**src/rtl/evtirq_pkg.sv**
```systemverilog
package evtirq_pkg;
   typedef enum logic [2:0] {
      A_STAT = 3'd0,
      A_PEEK = 3'd1,
      A_TAKE = 3'd2,
      A_MASK = 3'd3,
      A_SUMM = 3'd4
   } reg_addr_e;
endpackage

```
**src/rtl/evt_port_stage.sv**
```systemverilog
module evt_port_stage #(
   parameter int NP   = 4,
   parameter int SW   = 2,
   parameter int PEW  = 2,
   parameter int SELW = 2
) (
   input  logic              clk,
   input  logic              rst_n,
   input  logic              done_i,
   input  logic [SELW-1:0]   sel_i,
   input  logic [SW-1:0]     stat_i,
   input  logic [PEW-1:0]    evt_i,
   output logic [NP*SW-1:0]  stat_o,
   output logic [NP*PEW-1:0] set_o
);
   for (genvar p = 0; p < NP; p++) begin : g_port
      logic           hit;
      logic [SW-1:0]  stat_q;
      logic [PEW-1:0] set_q;

      assign hit = done_i && (sel_i == SELW'(p));

      always_ff @(posedge clk or negedge rst_n) begin
         if (!rst_n) begin
            stat_q <= '0;
            set_q  <= '0;
         end else begin
            if (hit) stat_q <= stat_i;
            set_q <= hit ? evt_i : '0;
         end
      end

      assign stat_o[p*SW +: SW]   = stat_q;
      assign set_o[p*PEW +: PEW]  = set_q;
   end
endmodule

```
**src/rtl/evt_bank.sv**
```systemverilog
module evt_bank #(
   parameter int EW = 10
) (
   input  logic          clk,
   input  logic          rst_n,
   input  logic [EW-1:0] set_i,
   input  logic          clr_i,
   output logic [EW-1:0] evt_o
);
   logic [EW-1:0] evt_q;

   always_ff @(posedge clk or negedge rst_n) begin
      if (!rst_n) evt_q <= '0;
      else        evt_q <= (clr_i ? '0 : evt_q) | set_i;
   end

   assign evt_o = evt_q;


   evt_set_chk: assert property (@(posedge clk) disable iff (!rst_n)
      (set_i != '0) |=> ((evt_q & $past(set_i)) == $past(set_i)));


   evt_clr_chk: assert property (@(posedge clk) disable iff (!rst_n)
      (clr_i && set_i == '0) |=> (evt_q == '0));


   evt_keep_chk: assert property (@(posedge clk) disable iff (!rst_n)
      clr_i |=> ((evt_q & ~$past(set_i)) == '0));


   evt_hold_chk: assert property (@(posedge clk) disable iff (!rst_n)
      (!clr_i && set_i == '0) |=> $stable(evt_q));
endmodule

```
**src/rtl/evt_irq_out.sv**
```systemverilog
module evt_irq_out #(
   parameter int NP  = 4,
   parameter int PEW = 2,
   parameter int GW  = 2,
   localparam int EW = NP*PEW + GW
) (
   input  logic          clk,
   input  logic          rst_n,
   input  logic [EW-1:0] evt_i,
   input  logic [EW-1:0] mask_i,
   output logic [NP:0]   sum_o,
   output logic          irq_n_o
);
   logic [EW-1:0] live;
   logic [NP:0]   hit;
   logic [NP:0]   sum_q;
   logic          irq_n_q;

   assign live = evt_i & ~mask_i;

   for (genvar p = 0; p < NP; p++) begin : g_src
      assign hit[p] = |live[p*PEW +: PEW];
   end
   assign hit[NP] = |live[EW-1 -: GW];

   always_ff @(posedge clk or negedge rst_n) begin
      if (!rst_n) begin
         sum_q   <= '0;
         irq_n_q <= 1'b1;
      end else begin
         sum_q   <= hit;
         irq_n_q <= ~|sum_q;
      end
   end

   assign sum_o   = sum_q;
   assign irq_n_o = irq_n_q;
endmodule

```
**src/rtl/evt_irq_ctrl.sv**
```systemverilog
module evt_irq_ctrl
   import evtirq_pkg::*;
#(
   parameter int NP  = 4,
   parameter int SW  = 2,
   parameter int PEW = 2,
   parameter int GW  = 2,
   localparam int SELW = (NP > 1) ? $clog2(NP) : 1,
   localparam int EW   = NP*PEW + GW,
   localparam int STW  = NP*SW,
   localparam int DW0  = (EW > STW) ? EW : STW,
   localparam int DW   = (DW0 > NP+1) ? DW0 : NP+1
) (
   input  logic            clk,
   input  logic            rst_n,
   input  logic            pass_done_i,
   input  logic [SELW-1:0] pass_port_i,
   input  logic [SW-1:0]   pass_stat_i,
   input  logic [PEW-1:0]  pass_evt_i,
   input  logic [GW-1:0]   glob_evt_i,
   input  logic            reg_rd_i,
   input  logic            reg_wr_i,
   input  logic [2:0]      reg_addr_i,
   input  logic [DW-1:0]   reg_wdata_i,
   output logic [DW-1:0]   reg_rdata_o,
   output logic            irq_n_o
);
   if (NP < 1)  begin : g_np_bad  $error("NP must be at least 1");  end
   if (SW < 1)  begin : g_sw_bad  $error("SW must be at least 1");  end
   if (PEW < 1) begin : g_pew_bad $error("PEW must be at least 1"); end
   if (GW < 1)  begin : g_gw_bad  $error("GW must be at least 1");  end

   logic [STW-1:0]    stat_w;
   logic [NP*PEW-1:0] pset_w;
   logic [EW-1:0]     evt_w;
   logic [EW-1:0]     mask_q;
   logic [NP:0]       sum_w;
   logic              take_w;

   assign take_w = reg_rd_i && (reg_addr_i == A_TAKE);

   evt_port_stage #(.NP(NP), .SW(SW), .PEW(PEW), .SELW(SELW)) u_stage (
      .clk    (clk),
      .rst_n  (rst_n),
      .done_i (pass_done_i),
      .sel_i  (pass_port_i),
      .stat_i (pass_stat_i),
      .evt_i  (pass_evt_i),
      .stat_o (stat_w),
      .set_o  (pset_w)
   );

   evt_bank #(.EW(EW)) u_bank (
      .clk   (clk),
      .rst_n (rst_n),
      .set_i ({glob_evt_i, pset_w}),
      .clr_i (take_w),
      .evt_o (evt_w)
   );

   always_ff @(posedge clk or negedge rst_n) begin
      if (!rst_n)                               mask_q <= '1;
      else if (reg_wr_i && reg_addr_i == A_MASK) mask_q <= reg_wdata_i[EW-1:0];
   end

   evt_irq_out #(.NP(NP), .PEW(PEW), .GW(GW)) u_out (
      .clk     (clk),
      .rst_n   (rst_n),
      .evt_i   (evt_w),
      .mask_i  (mask_q),
      .sum_o   (sum_w),
      .irq_n_o (irq_n_o)
   );

   always_comb begin
      reg_rdata_o = '0;
      case (reg_addr_i)
         A_STAT:         reg_rdata_o[STW-1:0] = stat_w;
         A_PEEK, A_TAKE: reg_rdata_o[EW-1:0]  = evt_w;
         A_MASK:         reg_rdata_o[EW-1:0]  = mask_q;
         A_SUMM:         reg_rdata_o[NP:0]    = sum_w;
         default:        reg_rdata_o          = '0;
      endcase
   end

   logic [EW-1:0] live_w;
   assign live_w = evt_w & ~mask_q;


   irq_set_chk: assert property (@(posedge clk) disable iff (!rst_n)
      ((live_w != '0) && $past(live_w != '0)) |=> !irq_n_o);


   irq_quiet_chk: assert property (@(posedge clk) disable iff (!rst_n)
      ((live_w == '0) && $past(live_w == '0)) |=> irq_n_o);
endmodule

```
**config.mk**
```make
export PLATFORM = sky130hd
export DESIGN_NAME = evt_irq_ctrl
export DESIGN_NICKNAME = d
export VERILOG_FILES = /design/src/rtl/evtirq_pkg.sv /design/src/rtl/evt_port_stage.sv /design/src/rtl/evt_bank.sv /design/src/rtl/evt_irq_out.sv /design/src/rtl/evt_irq_ctrl.sv
export SDC_FILE = /design/constraint.sdc
export NUM_CORES = 1
export LEC_CHECK = 0
export CAP_MARGIN = 10
export CORE_ASPECT_RATIO = 0.9
export CORE_MARGIN = 1
export CORE_UTILIZATION = 45
export DETAILED_ROUTE_END_ITERATION = 16
export DONT_BUFFER_PORTS = 1
export MAX_ROUTING_LAYER = met4
export PLACE_DENSITY = 0.71
export SLEW_MARGIN = 20
export SYNTH_ARGS = -nofsm -noshare
export SYNTH_HDL_FRONTEND = slang
export SYNTH_SLANG_ARGS = --single-unit
export TNS_END_PERCENT = 5
```
**constraint.sdc**
```tcl
create_clock -name clk -period 1.1 [get_ports clk]
set_input_delay 0.055 -clock clk [delete_from_list [all_inputs] [get_ports clk]]
set_output_delay 0.055 -clock clk [all_outputs]
set_load 0.01 [all_outputs]
```
* Word level (Yosys, flattened, before mapping)
Index checks and enable logic that the tools add are counted.
Storage, ports and cells: register bits after elaboration 42, input port bits 26, output and inout bits 11, logic and storage cells 46
Cells by class: eq/ne operators 7, multiplexer cells 8, bitwise gates (word level) 3, reductions and logical operators 16
Operators with widths (count):
- $pmux W5 S4 | 1
- $reduce_or A2 Y1 | 6
- $and A10 B10 Y10 | 1
- $mux W10 | 1
- $not A10 Y10 | 1
- $or A10 B10 Y10 | 1
- $pmux W3 S3 | 1
- $mux W2 | 4
- $eq A3 B2 Y1 const B | 2
- $logic_and A1 B1 Y1 | 6
- $reduce_or A5 Y1 | 1
- $eq A2 B2 Y1 const B | 2
- $pmux W2 S2 | 1
- $eq A3 B1 Y1 const B | 1
- $eq A3 B3 Y1 const B | 1
- $logic_not A3 Y1 | 1
- $eq A2 B1 Y1 const B | 1
- $logic_not A2 Y1 | 1
- $logic_not A1 Y1 | 1

* Logic depth before layout (Yosys ltp)
depth after elaboration 4, gate-level depth with buffers 5

* Modules after synthesis
From an unflattened synthesis, not the netlist that was laid out.
Unflattened totals: cell total of the unflattened synthesis 161, area total of the unflattened synthesis 1963.1 um2
Modules (own cells, without submodules):
- evt_irq_ctrl | times used 1, cells each 74, area an instance 804.5 um2, seq. area each 262.8 um2
- evt_port_stage | times used 1, cells each 43, area an instance 598.1 um2, seq. area each 400.4 um2
- evt_bank | times used 1, cells each 21, area an instance 329.1 um2, seq. area each 250.2 um2
- evt_irq_out | times used 1, cells each 23, area an instance 231.5 um2, seq. area each 151.4 um2

* Least setup slack after synthesis
No wires, ideal clock.
kind flip-flop to output port, start reg mask_q[7], end out reg_rdata_o[7], arrival time 0.945 ns, setup slack 0.100 ns, cell stages (with the launch flop) 3, buffers on the path 0, cell sequence dfstp_2 mux2i_1 a211oi_1
Between the ends: longest elaborated chain between the ends 1
Ends and longest elaborated chain:
- from (decl) | RTL line evt_irq_ctrl.sv:36 | logic [EW-1:0] mask_q;
- from (signal assigned) | RTL line evt_irq_ctrl.sv:63 | else if (reg_wr_i && reg_addr_i == A_MASK) mask_q <= reg_wdata_i[EW-1:0];
- $pmux W3 S3 | RTL line evt_irq_ctrl.sv:77 | case (reg_addr_i)
- to (decl) | RTL line evt_irq_ctrl.sv:25 | output logic [DW-1:0] reg_rdata_o,
Every way passes these cells.

* Worst setup path after layout
start reg mask_q[5], end out reg_rdata_o[5]
Same word-level chain as after synthesis.

==> results.yml <==
floorplan:
  pin_count: 37
  dieArea_um2: 4490
  die_w_um: 70.6
  core_um2: 4070
  initial_utilization_pct: 46.7
  die_h_um: 63.7
  row_count: 22
logic_synthesis:
  synth_edf_count: 0
  ys_ff_latch: 42
  dominantRegCellSynth: "dfrtp_1"
  netlist-cell-type-count: 26
  yosys_warnings: 0
  avgSynthCellArea_um2: 12.2
  ys_seq_area_share_pct: 56.0
  netlist_instances: 156
  syn_area_um2: 1900
  async_reset_ff_share_pct: 100
  synthesis.nets: 182
setup_path:
  crit_slowest_cell: "dfstp_2"
  cp-start-kind: "flip-flop"
  cp-end-kind: "output port"
  worstSetupPathType: "flip-flop to output port"
  crit_required_ns: 1.04
  path_cells: "mux2i_1, a211oi_2, buf_4"
  cp_slowest_stage_delay_ns: 0.54
  cp_max_fo: 2
  crit_arrival_ns: 1.29
sta:
  fmax_mhz: 744
  fin_hold_ws_ns: 0.0228
  drv_slew: 0
  final.min_clock_period_ns: 1.34
  skew_ns: 0.00523
  worst_pin_slew_ns: 0.493
  rsz0062_at_grt: "yes"
  setup_viol: 10
  fin_ws_ns: -0.245
  timing.final.crit_share_pct: 122
  relSlewSlack_pct: 67.0
  hold_viol_final: 0
placed_design:
  hpwlAfterDp_mm: 2.53
  io_buffers: 0
  placed_cell_area_um2: 1970
  dp_cells: 204
  routabilityCongestion: 0.819
final_layout:
  layout_common_cells: "dfrtp_1 (31), mux2_2 (24), dlygate4sd3_1 (20)"
  layout_commonest_cell: "dfrtp_1"
  area_delta_synth_final_pct: 25.0
  fin_util_pct: 58.4
  drive_gt1_share_pct: 37.8
  post-route-cell-area_um2: 2380
  stdcell_count: 236
  antenna_cells: 0
  final_nets: 213
routing:
  routed-via-count: 1298
  drc: 6
  drt_wl_total_mm: 3.90
  drt_first_pass_iters: 10
  drt_iter0_markers: 117
  ant_nets: 0
  wl_per_cell_um: 16.5
  via_per_inst: 5.50
outcome:
  status: "finished, violations left"
  violations: "design-rule violations, negative setup slack"
cts:
  cts_root_buf: "clkbuf_8"
  cts_tree: "done"
  clock_tree.htree_level_count: 2
  clk_pin_slew_worst_paths_ns: 0.08
  clock_latency_ns: 0.30
  cts_made_buffers: 5
  max-clock-path-buffers: 2
  clock-sinks: 42
global_routing:
  grt_antenna_before_repair: 0
  grt_use_total_pct: 19.3
  grt_pass1_wl_mm: 6.26
  overflow: 0
  grt_max_degree: 43
  first_global_vias: 1309
power:
  power_density_nw_per_um2: 1590
  p_leak_nw: 1.06
  vdd_drop_max_uv: 614
run:
  maxCapViolCount: 0
min_path:
  hold_path_class: "input port to flip-flop"
-- cell usage after synthesis (all sizes together) (4+ instances only) --
cell type / n / share of area [%]
dfstp: 11 / 15
a211oi: 6 / 2.4
nor2: 9 / 1.8
o22ai: 5 / 1.6
dfrtp: 31 / 41
nand2: 11 / 2.2
mux2i: 8 / 4.2
inv: 12 / 2.4
mux2: 25 / 15
a21o: 10 / 3.9
nor2b: 4 / 1.3
o221ai: 5 / 2.3
-- through the flow --
stage                     worst slack (ns)  TNS (ns)  power [mW]
after global routing                -0.283     -2.08        3.96
final                               -0.245     -1.65        3.79
after detailed placement            0.0246         0        2.63
after global placement              0.0570         0        2.60
after CTS                           -0.263     -1.73        3.77
after floorplan                      0.100         0        2.50
-- path summary, 6_finish.rpt --
check	cells after the start	endpoint	start	slack, ns
setup / recovery	3	reg_rdata_o[5]	mask_q[5]	-0.24
hold reg to reg	1	u_out.irq_n_o	u_out.sum_o[1]	0.40
hold / removal	2	u_stage.g_port[1].set_q[1]	pass_port_i[1]	0.02
max in group asynchronous	2	mask_q[7]	rst_n	0.60
min in group asynchronous	2	u_out.sum_o[0]	rst_n	0.23
setup reg to reg	2	u_out.irq_n_o	u_out.sum_o[0]	0.04
-- where the power goes --
part / leakage (nW) / internal, mW / total (mW) / switching [mW]
sequential: 0.489 / 1.86 / 2.06 / 0.195
clock: 0.0441 / 0.445 / 0.988 / 0.543
combinational: 0.531 / 0.426 / 0.745 / 0.318
-- area by class of cell --
class	instances	area (um2)
clock buffers	5	68.8
inverters	12	45.0
fillers	332	1700
repair buffers	28	273
flip-flops and latches	42	1060
well taps	48	60.1
multi-input cells	98	846
clock inverters	3	21.3
-- critical path, delay by kind of cell, from the launching register on --
kind	cells	cell delay, ns
flops	1	0.54
compound gates	1	0.21
mux	1	0.08
buf+inv	1	0.16
-- state kept, by name, summed over array words and instances (netlist names) --
register / flops
u_out.sum_o: 5
u_stage.g_port.set_q: 8
mask_q: 10
u_stage.g_port.stat_q: 8
u_out.irq_n_o: 1
u_bank.evt_o: 10
-- timing repair --
item / in CTS / in global routing
pin swaps: 6 / 3
buffers inserted: 1 / 2
endpoints found under the hold margin: 70 / 0
gates resized for setup: 9 / 8
hold buffers: 21 / 0
endpoints found under the setup margin: 10 / 13
-- layer usage --
metal	up-vias	share of wire (%)	track usage (%)	wire length, um
met2	31	50	29.5	1950
met1	646	44	24.3	1700
li1	614	-	-	-
met3	7	4.6	4.80	179
met4	0	1.8	9.25	71
met5	-	0	-	0
-- kinds of logic after synthesis --
| logic type | after synthesis | synth area share [%] |
|---|---|---|
| and+or+nand+nor | 37 | 10.5 |
| DFF | 42 | 55.9 |
| muxes | 33 | 19.0 |
| buffers and inverters | 16 | 3.55 |
| AOI/OAI and AO/OA | 28 | 11.0 |
(Power assumes the default switching activity.)
